[config.mk]
export PLATFORM = sky130hd
export DESIGN_NAME = winreg_ctrl
export DESIGN_NICKNAME = d
export VERILOG_FILES = /design/src/rtl/winreg_pkg.sv /design/src/rtl/winreg_dp.sv /design/src/rtl/winreg_ctl.sv /design/src/rtl/winreg_ctrl.sv
export SDC_FILE = /design/constraint.sdc
export NUM_CORES = 2
export LEC_CHECK = 0
export CAP_MARGIN = 20
export CORE_ASPECT_RATIO = 2
export CORE_MARGIN = 10
export CORE_UTILIZATION = 55
export CTS_CLUSTER_SIZE = 12
export DETAILED_ROUTE_END_ITERATION = 16
export PLACE_DENSITY = 0.72
export SLEW_MARGIN = 20
export SYNTH_ARGS = -nofsm -noshare
export SYNTH_HDL_FRONTEND = slang
export SYNTH_SLANG_ARGS = --single-unit
[constraint.sdc]
create_clock -name clk -period 12.05 [get_ports clk]
set_clock_uncertainty 0.15 [all_clocks]
set_input_delay 3.615 -clock clk [delete_from_list [all_inputs] [get_ports clk]]
set_output_delay 3.615 -clock clk [all_outputs]
set_load 0.05 [all_outputs]
[src/rtl/winreg_pkg.sv]
package winreg_pkg;

  typedef enum logic [2:0] {
    OP_NOP       = 3'd0,
    OP_CALLENTRY = 3'd1,
    OP_WRET      = 3'd2,
    OP_ROTATE    = 3'd3,
    OP_SPMOVE    = 3'd4
  } winOp_e;

  typedef enum logic [3:0] {
    EXC_NONE    = 4'd0,
    EXC_ILLEGAL = 4'd1,
    EXC_ALLOCA  = 4'd2,
    EXC_SPILL4  = 4'd3,
    EXC_SPILL8  = 4'd4,
    EXC_SPILL12 = 4'd5,
    EXC_FILL4   = 4'd6,
    EXC_FILL8   = 4'd7,
    EXC_FILL12  = 4'd8
  } winExc_e;

  // strobes from control to datapath
  typedef struct packed {
    logic extWr;    // external write through the window
    logic entryWr;  // call-entry frame pointer write
  } dpStrobe_t;

endpackage

[src/rtl/winreg_dp.sv]
module winreg_dp
  import winreg_pkg::*;
#(
  parameter int NAREG = 64,
  parameter int DW    = 32,
  localparam int NGRP = NAREG / 4,
  localparam int WBW  = $clog2(NGRP),
  localparam int PAW  = $clog2(NAREG)
) (
  input  logic            clk,
  input  dpStrobe_t       strobe,
  input  logic [WBW-1:0]  winBase,
  input  logic [1:0]      callInc,
  input  logic [3:0]      regSel,
  input  logic [DW-1:0]   immVal,
  input  logic [3:0]      extAddr,
  input  logic [DW-1:0]   extData,
  input  logic [3:0]      rdAddr,
  output logic [DW-1:0]   rdData,
  output logic [DW-1:0]   a0Data
);

  logic [DW-1:0] physReg [NAREG];

  // visible index to physical index, modulo the power-of-two array size
  function automatic logic [PAW-1:0] toPhys(input logic [WBW-1:0] b,
                                            input logic [3:0] r);
    return PAW'({b, 2'b00}) + PAW'(r);
  endfunction

  logic [DW-1:0]  sData;
  logic [PAW-1:0] wrIdx;
  logic [DW-1:0]  wrVal;
  logic           wrEn;

  assign rdData = physReg[toPhys(winBase, rdAddr)];
  assign a0Data = physReg[toPhys(winBase, 4'd0)];
  assign sData  = physReg[toPhys(winBase, regSel)];

  always_comb begin
    wrEn  = strobe.entryWr | strobe.extWr;
    wrIdx = toPhys(winBase, extAddr);
    wrVal = extData;
    if (strobe.entryWr) begin
      wrIdx = toPhys(winBase, {callInc, regSel[1:0]});
      wrVal = sData - immVal;
    end
  end

  always_ff @(posedge clk) begin
    if (wrEn) physReg[wrIdx] <= wrVal;
  end

endmodule

[src/rtl/winreg_ctl.sv]
module winreg_ctl
  import winreg_pkg::*;
#(
  parameter int NAREG = 64,
  parameter int DW    = 32,
  localparam int NGRP = NAREG / 4,
  localparam int WBW  = $clog2(NGRP)
) (
  input  logic            clk,
  input  logic            rstN,
  input  logic [2:0]      opCode,
  input  logic [3:0]      regSel,
  input  logic [1:0]      callInc,
  input  logic [3:0]      rotAmt,
  input  logic [DW-1:0]   pcIn,
  input  logic            ovfEnable,
  input  logic            excMode,
  input  logic            extWrEn,
  input  logic [DW-1:0]   a0Data,
  output dpStrobe_t       strobe,
  output logic [WBW-1:0]  winBase,
  output logic [NGRP-1:0] winStart,
  output logic            excReq,
  output logic [3:0]      excVec,
  output logic [WBW-1:0]  excOldBase,
  output logic [DW-1:0]   excPc,
  output logic            retValid,
  output logic [DW-1:0]   retPc
);

  // trailing-zero count; NGRP when the vector is empty
  function automatic logic [WBW:0] ctzG(input logic [NGRP-1:0] v);
    logic [WBW:0] r;
    r = (WBW+1)'(NGRP);
    for (int i = NGRP - 1; i >= 0; i--) begin
      if (v[i]) r = (WBW+1)'(i);
    end
    return r;
  endfunction

  winOp_e         op;
  logic [NGRP-1:0] wsRot, incMask, remBits;
  logic [WBW:0]   firstSet, spillN, remTz, spillSum;
  logic           entryBad, spillHit;
  logic [WBW-1:0] entryBase, spillBase, retBase, rotBase;
  logic [WBW+3:0] rotSum;
  logic [WBW-1:0] below1, below2, below3;
  logic [1:0]     retN, retM;
  logic           retBad, anyBelow;

  logic [WBW-1:0]  nBase;
  logic [NGRP-1:0] nStart;
  logic            fire, retOk;
  winExc_e         vec;

  assign op = winOp_e'(opCode);

  // bitmap viewed from the group after the base
  always_comb begin
    for (int j = 0; j < NGRP; j++) begin
      wsRot[j] = winStart[WBW'(winBase + WBW'(1) + WBW'(j))];
    end
  end

  assign incMask   = (NGRP'(1) << callInc) - NGRP'(1);
  assign spillHit  = |(wsRot & incMask);
  assign firstSet  = ctzG(wsRot);
  assign spillN    = firstSet + (WBW+1)'(1);
  assign remBits   = wsRot >> spillN;
  assign remTz     = ctzG(remBits);
  assign spillSum  = {1'b0, winBase} + spillN;
  assign spillBase = spillSum[WBW-1:0];
  assign entryBad  = (regSel > 4'd3) || !ovfEnable || excMode;
  assign entryBase = winBase + WBW'(callInc);

  assign below1   = winBase - WBW'(1);
  assign below2   = winBase - WBW'(2);
  assign below3   = winBase - WBW'(3);
  assign anyBelow = winStart[below1] | winStart[below2] | winStart[below3];

  always_comb begin
    if (winStart[below1])      retM = 2'd1;
    else if (winStart[below2]) retM = 2'd2;
    else if (winStart[below3]) retM = 2'd3;
    else                       retM = 2'd0;
  end

  assign retN    = a0Data[DW-1:DW-2];
  assign retBad  = (retN == 2'd0) || ((retM != 2'd0) && (retM != retN)) ||
                   !ovfEnable || excMode;
  assign retBase = winBase - WBW'(retN);

  assign rotSum  = {{WBW{rotAmt[3]}}, rotAmt} + (WBW+4)'(winBase);
  assign rotBase = rotSum[WBW-1:0];

  always_comb begin
    nBase          = winBase;
    nStart         = winStart;
    fire           = 1'b0;
    retOk          = 1'b0;
    vec            = EXC_NONE;
    strobe.entryWr = 1'b0;
    strobe.extWr   = (op == OP_NOP) && extWrEn;
    case (op)
      OP_CALLENTRY: begin
        if (entryBad) begin
          fire = 1'b1;
          vec  = EXC_ILLEGAL;
        end else if (spillHit) begin
          fire  = 1'b1;
          nBase = spillBase;
          if (remTz == '0)                  vec = EXC_SPILL4;
          else if (remTz == (WBW+1)'(1))    vec = EXC_SPILL8;
          else                              vec = EXC_SPILL12;
        end else begin
          strobe.entryWr = 1'b1;
          nBase          = entryBase;
          nStart         = winStart | (NGRP'(1) << entryBase);
        end
      end
      OP_WRET: begin
        if (retBad) begin
          fire = 1'b1;
          vec  = EXC_ILLEGAL;
        end else begin
          nBase = retBase;
          if (winStart[retBase]) begin
            retOk  = 1'b1;
            nStart = winStart & ~(NGRP'(1) << winBase);
          end else begin
            fire = 1'b1;
            case (retN)
              2'd1:    vec = EXC_FILL4;
              2'd2:    vec = EXC_FILL8;
              default: vec = EXC_FILL12;
            endcase
          end
        end
      end
      OP_ROTATE: nBase = rotBase;
      OP_SPMOVE: begin
        if (!anyBelow) begin
          fire = 1'b1;
          vec  = EXC_ALLOCA;
        end
      end
      default: ;
    endcase
  end

  always_ff @(posedge clk or negedge rstN) begin
    if (!rstN) begin
      winBase    <= '0;
      winStart   <= NGRP'(1);
      excReq     <= 1'b0;
      excVec     <= EXC_NONE;
      excOldBase <= '0;
      excPc      <= '0;
      retValid   <= 1'b0;
      retPc      <= '0;
    end else begin
      winBase  <= nBase;
      winStart <= nStart;
      excReq   <= fire;
      excVec   <= vec;
      retValid <= retOk;
      if (fire) begin
        excOldBase <= winBase;
        excPc      <= pcIn;
      end
      if (retOk) retPc <= {pcIn[DW-1:DW-2], a0Data[DW-3:0]};
    end
  end

endmodule

[src/rtl/winreg_ctrl.sv]
module winreg_ctrl
  import winreg_pkg::*;
#(
  parameter int NAREG = 64,
  parameter int DW    = 32,
  localparam int NGRP = NAREG / 4,
  localparam int WBW  = $clog2(NGRP)
) (
  input  logic            clk,
  input  logic            rstN,
  input  logic [2:0]      opCode,
  input  logic [3:0]      regSel,
  input  logic [1:0]      callInc,
  input  logic [DW-1:0]   immVal,
  input  logic [DW-1:0]   pcIn,
  input  logic            ovfEnable,
  input  logic            excMode,
  input  logic            extWrEn,
  input  logic [3:0]      extAddr,
  input  logic [DW-1:0]   extData,
  input  logic [3:0]      rdAddr,
  output logic [DW-1:0]   rdData,
  output logic [WBW-1:0]  winBase,
  output logic [NGRP-1:0] winStart,
  output logic            excReq,
  output logic [3:0]      excVec,
  output logic [WBW-1:0]  excOldBase,
  output logic [DW-1:0]   excPc,
  output logic            retValid,
  output logic [DW-1:0]   retPc
);

  dpStrobe_t     strobe;
  logic [DW-1:0] a0Data;

  winreg_ctl #(.NAREG(NAREG), .DW(DW)) ctl_i (
    .clk(clk), .rstN(rstN), .opCode(opCode), .regSel(regSel),
    .callInc(callInc), .rotAmt(immVal[3:0]), .pcIn(pcIn),
    .ovfEnable(ovfEnable), .excMode(excMode), .extWrEn(extWrEn),
    .a0Data(a0Data), .strobe(strobe), .winBase(winBase),
    .winStart(winStart), .excReq(excReq), .excVec(excVec),
    .excOldBase(excOldBase), .excPc(excPc), .retValid(retValid),
    .retPc(retPc)
  );

  winreg_dp #(.NAREG(NAREG), .DW(DW)) dp_i (
    .clk(clk), .strobe(strobe), .winBase(winBase), .callInc(callInc),
    .regSel(regSel), .immVal(immVal), .extAddr(extAddr),
    .extData(extData), .rdAddr(rdAddr), .rdData(rdData),
    .a0Data(a0Data)
  );

endmodule

# Word-level counts from Yosys, hierarchy flattened
# Memory sizes are Yosys's and may differ from the RTL's.
# Index checks and enable logic that the tools add are counted.
totals:
  ff_bits: 94
  out_inout_bits: 126
  ramBits: 2048
  memories: 1
classes:
  n_mux: 109
  n_eq_ne: 12
  shift: 4
  bitwise: 7
  order_cmp: 21
  n_reduce_logical: 17
  add_sub_neg: 30
memory_table:
  columns: ["memory", "depth", "width", "read_ports", "rd_ports_with_merged_regs", "wr", "line_no", "text"]
  rows:
  - ["dp_i.physReg", 64, 32, 3, 0, 1, "winreg_dp.sv:23", "logic [DW-1:0] physReg [NAREG];"]
ops:
  columns: ["cell", "count"]
  rows:
  - ["5-bit 2-to-1 mux", 32]
  - ["4-bit by 5-bit less-than comparator with 1-bit output (second input constant)", 20]
  - ["1-bit binary-select mux with 4-bit select", 20]
  - ["16-bit 2-to-1 mux", 4]
  - ["1-bit 2-to-1 mux", 34]
  - ["4-bit adder (second input constant)", 8]
  - ["16-bit AND", 2]
  - ["32-bit 2-to-1 mux", 1]
  - ["4-bit 2-to-1 mux", 8]
  - ["16-bit case mux with 2 select lines", 1]
  - ["1-bit by 4-bit left shift with 16-bit output (first input constant)", 2]
  - ["32-bit subtractor", 1]
  - ["6-bit by 4-bit adder with 6-bit output", 4]
  - ["4-bit case mux with 3 select lines", 2]
  - ["4-bit by 3-bit adder with 4-bit output (second input constant)", 4]
  - ["16-bit inverter", 1]
  - ["16-bit bitwise OR", 1]
  - ["16-bit OR reduction", 1]
  - ["1-bit by 2-bit left shift with 16-bit output (first input constant)", 1]
  - ["16-bit by 5-bit right shift with 16-bit output", 1]
  - ["16-bit by 2-bit subtractor with 16-bit output (second input constant)", 1]
  - ["4-bit by 1-bit adder with 4-bit output (second input constant)", 2]
  - ["4-bit by 2-bit adder with 4-bit output (second input constant)", 2]
  - ["4-bit adder", 2]
  - ["other kinds (30)", 45]

# Longest topological paths before layout
logic_depth:
  ltp_word: 44
  ltp_mapped: 25
  ltp_nobuf: 21

# Cells and area by module
# Synthesis repeated with hierarchy kept, for this count alone.
hier_totals:
  hier_cells: 4996
  hier_area_um2: 106717.4
modules_own_cells:
  columns: ["module", "seq_area_each_um2", "cells_each", "n_inst", "area_each_um2"]
  rows:
  - ["winreg_dp", 61499.0, 4393, 1, 99776.9]
  - ["winreg_ctl", 2353.5, 603, 1, 6940.4]

# Worst setup path before layout
# Ideal clock, no wire load.
synth_timing:
  path_type: "input to register"
  start: "in regSel[2]"
  end: "mem dp_i.physReg[0][31] (data pin)"
  setup_ps: 702
  path_stages: 18
  path_buffers: 2
  t_arrival_ps: 11395
  path_slack_ps: -196
  t_required_ps: 11198
  cell_sequence: "ha_1 > fa_1 > xor2_1 > clkbuf_1 > buf_1 > mux4_2 > mux4_2 > ha_1 > o21a_1 > o21ai_0 > a211oi_1 > o311ai_0 > a21oi_1 > a21oi_1 > o311ai_0 > a31oi_1 > xnor2_1 > o21ai_0"
synth_via:
  elab_chain_len: 6
synth_rtl:
  columns: ["item", "line_no", "text"]
  rows:
  - ["from (decl)", "winreg_ctrl.sv:12", "input logic [3:0] regSel,"]
  - ["parallel branches: the longest is 5 deep, another holds memory 64 x 32 bit", null, null]
  - ["32-bit 2-to-1 mux *", "winreg_dp.sv:44", "if (strobe.entryWr) begin"]
  - ["named net dp_i.wrVal[31]", "winreg_dp.sv:33", "logic [DW-1:0] wrVal;"]
  - ["to (decl)", "winreg_dp.sv:23", null]
# Mark *: on every way through the listed nets, which the timed path passes.

# Worst setup path in the final report
layout_timing:
  start: "in rdAddr[2]"
  end: "out rdData[8]"
layout_via:
  elab_chain_len: 2
layout_rtl:
  columns: ["item", "line_no", "text"]
  rows:
  - ["from (decl)", "winreg_ctrl.sv:21", "input logic [3:0] rdAddr,"]
  - ["6-bit by 4-bit adder with 6-bit output", "winreg_dp.sv:28", "return PAW'({b, 2'b00}) + PAW'(r);"]
  - ["memory 64 x 32 bit", null, null]
  - ["to (decl)", "winreg_ctrl.sv:22", "output logic [DW-1:0] rdData,"]
# No other way between the ends.

==> impl_metrics.ini <==
[sta]
max_freq_ghz = 0.0886
setup_viol = 0
slew_violations = 0
rsz0062_at_grt = no
maxSlewHeadroom = 0.172
period_share = 0.937
fin_tns_setup_ns = 0
worst_pin_slew_ns = 1.24
finalHoldViolCount = 0
min_period_ns = 11.29
hold_slack_ns = 0.323

[critical_path]
startpoint = rdAddr[2]
crit_chain = clkdlybuf4s50_1 -> ha_4 -> fa_4 -> xor2_4 -> buf_12 -> buf_4 -> mux4_2 -> mux4_2 -> clkdlybuf4s50_1
slowest_delay_ns = 0.77
start_kind = primary input
slowest_stage = clkdlybuf4s50_1
crit_arrival_ns = 7.52
crit-reg2reg-launch = ctl_i.winBase[2]$_DFFE_PN0P_
cp.required_ns = 8.28
cp_top_family = buffers and inverters
critPathKind = primary input to output port
worst-path-max-fanout = 31
critPathBufInv = 4
worstSetupEndpointType = output port

[die]
ioPinCount = 244
die_x_um = 331
core_area_um2 = 193000
start_util = 0.552
dieArea_um2 = 212000
rows = 228
fp.dieH_um = 642

[pwr]
swShare = 0.377
p_int_mw = 16.0
seqPwrFrac = 0.330
ir_worst_vdd_v = 0.000252
clkPwrFrac = 0.234
power_density_nw_per_um2 = 214
power.leakage_nw = 37.7
p_switching_mw = 9.70
p_comb_frac = 0.437

[cts]
clk_latency_ns = 0.88
root_buffer = clkbuf_16
cts_hold_buf = 0
clkSlewWorstSetupHoldPaths_ns = 0.06
htree_levels = 4
cts_sinks = 2142
cts_buffer_depth = 4
cts_buffers = 208
cts-resized-gates = 0
cts_setup_buffers = 0
cts_tree = yes

[detailed_routing]
ant_nets = 0
wl_per_cell_um = 47.3
drt-total-wl_mm = 376
firstDrtPassIters = 8
drc_errors = 0
viasPerCell = 7.90
via_count = 62808
dr.first_iter.drc_count = 10196

[min_path]
hp-start = ctl_i.retPc[30]$_DFFE_PN0P_
min_path_type = register to register

[yosys]
synth_area_per_cell_um2 = 21.4
synth_edf_count = 2048
synth_seq_cells = 2142
synthCells = 4965
ys_types = 80
ys.flop_type = edfxtp_1
syn-num-nets = 5156
syn_area_um2 = 106000
yosysSeqAreaShare = 0.601
synthArstFlopShare = 0.0439
yosys_warnings = 0

[placed_design]
gp_congestion = 0.948
dp.cells = 7610
dp_hpwl_mm = 227
io_buffer_count = 243

[global_route]
grt_max_degree = 97
grt_pass1_wl_mm = 516
grt.total_usage = 0.357
grt_pass1_vias = 64106
globalRouteOverflowTotal = 0
antenna_found_initial = 6

[layout]
fin_cells = 7947
fin_util = 0.624
area_growth_pct = 13.0
drive_gt1_frac = 0.409
nets = 5483

[status]
status = finished, final reports clean

[job]
max_cap_viol_count = 0
==> worst reg2reg max path, delay by kind of cell (launching register included) <==
family                   cells  cell delay [ns]
buffers and inverters        4             2.28
XOR/XNOR                     1             0.46
adder cells (fa/ha/maj)      2             1.26
AO/OA/AOI/OAI                1             0.66
flip-flops                   1             0.92
multiplexers                 1             0.77
AND/OR/NAND/NOR              5             2.73
==> cells in the mapped netlist (20+ instances only) <==
cell	n	area, um2
a21o_1	22	165
xnor2_1	36	315
ha_1	65	813
nor2_1	115	432
mux4_1	20	526
clkbuf_1	240	901
a21oi_1	53	265
mux2_2	73	822
buf_1	122	458
nor3_1	24	120
xor2_1	21	184
o21ai_0	55	275
dfrtp_1	93	2330
mux4_2	1515	34100
nand3_1	31	155
mux2i_1	31	310
inv_1	63	236
edfxtp_1	2048	61500
a31oi_1	20	125
nand2_1	107	402
==> final timing paths <==
kind | endpoint | slack (ns) | cells past startpoint
setup reg to reg | dp_i.physReg[28][1]$_DFFE_PP_ | 2.35 | 14
min in group asynchronous | ctl_i.retPc[4]$_DFFE_PN0P_ | 2.53 | 1
hold / removal | ctl_i.retPc[30]$_DFFE_PN0P_ | 0.32 | 2
max in group asynchronous | ctl_i.winBase[1]$_DFFE_PN0P_ | 7.83 | 2
hold reg to reg | ctl_i.retPc[30]$_DFFE_PN0P_ | 0.32 | 2
setup / recovery | rdData[8] | 0.76 | 9
==> layer usage <==
layer  vias up  track usage  routed length [um]
li1      22723            -                   -
met1     33266        0.432              114000
met2      5406        0.564              179000
met3      1405       0.0846               47300
met4         8        0.255               35200
met5         -            0                  48
==> sequential cells by signal, indices dropped and copies added (netlist names) <==
name,flops
ctl_i.winStart,16
ctl_i.excOldBase,4
ctl_i.winBase,4
ctl_i.excReq,1
dp_i.physReg,2048
ctl_i.retPc,32
ctl_i.retValid,1
ctl_i.excVec,4
ctl_i.excPc,32
==> layout by cell type (no fill, tap or decap), types with 12 or more instances in the layout <==
cell type	count
buf_12	61
buf_4	185
mux4_2	1515
nand2_1	107
o21ai_4	23
a21o_1	22
dfrtp_1	90
nor2_4	64
mux4_1	20
nor2b_1	12
nand3_1	30
a21oi_1	53
mux2_2	72
edfxtp_1	2048
xnor2_1	33
clkbuf_16	211
nor2_1	52
nor3_1	24
xor2_1	19
mux2i_1	29
a31oi_1	17
clkdlybuf4s50_1	227
o21ai_0	32
inv_1	63
clkbuf_1	103
ha_1	62
==> power by group through the flow <==
stage | Sequential, mW | Clock (mW) | Combinational [mW]
2_1_floorplan | 8.80 | 0 | 6.77
3_3_place_gp | 8.62 | 0 | 10.9
3_5_place_dp | 8.62 | 0 | 11.0
4_1_cts | 8.46 | 6.04 | 11.1
5_1_grt | 8.47 | 6.28 | 11.5
6_report | 8.47 | 6.00 | 11.2
==> final cells by class <==
| class | instances | area [um2] |
|---|---|---|
| repair buffers | 490 | 5270 |
| flip-flops and latches | 2142 | 63900 |
| clock inverters | 10 | 60.1 |
| inverters | 67 | 254 |
| clock buffers | 320 | 5750 |
| diodes | 5 | 12.5 |
| multi-input cells | 2383 | 41700 |
| well taps | 2530 | 3170 |
| fillers | 13012 | 72500 |
==> cell families after synthesis <==
kind of cell / synth area share
DFF: 0.601
muxes: 0.338
buffers and inverters: 0.0161
and+or+nand+nor: 0.0156
AOI/OAI and AO/OA: 0.0150
adders and majority gates: 0.00916
xor gates and xnor gates: 0.00537
==> stage by stage <==
| step | cell area [um2] | total power [mW] | worst slack [ns] |
|---|---|---|---|
| after global placement | 114000 | 19.5 | 0.645 |
| after CTS | 120000 | 25.6 | 0.742 |
| after global routing | 120000 | 26.3 | 0.684 |
| final | 120000 | 25.7 | 0.762 |
| after floorplan | 106000 | 15.6 | 0.0651 |
| after detailed placement | 114000 | 19.6 | 0.621 |
No activity file was read; power rests on OpenSTA's default activity.
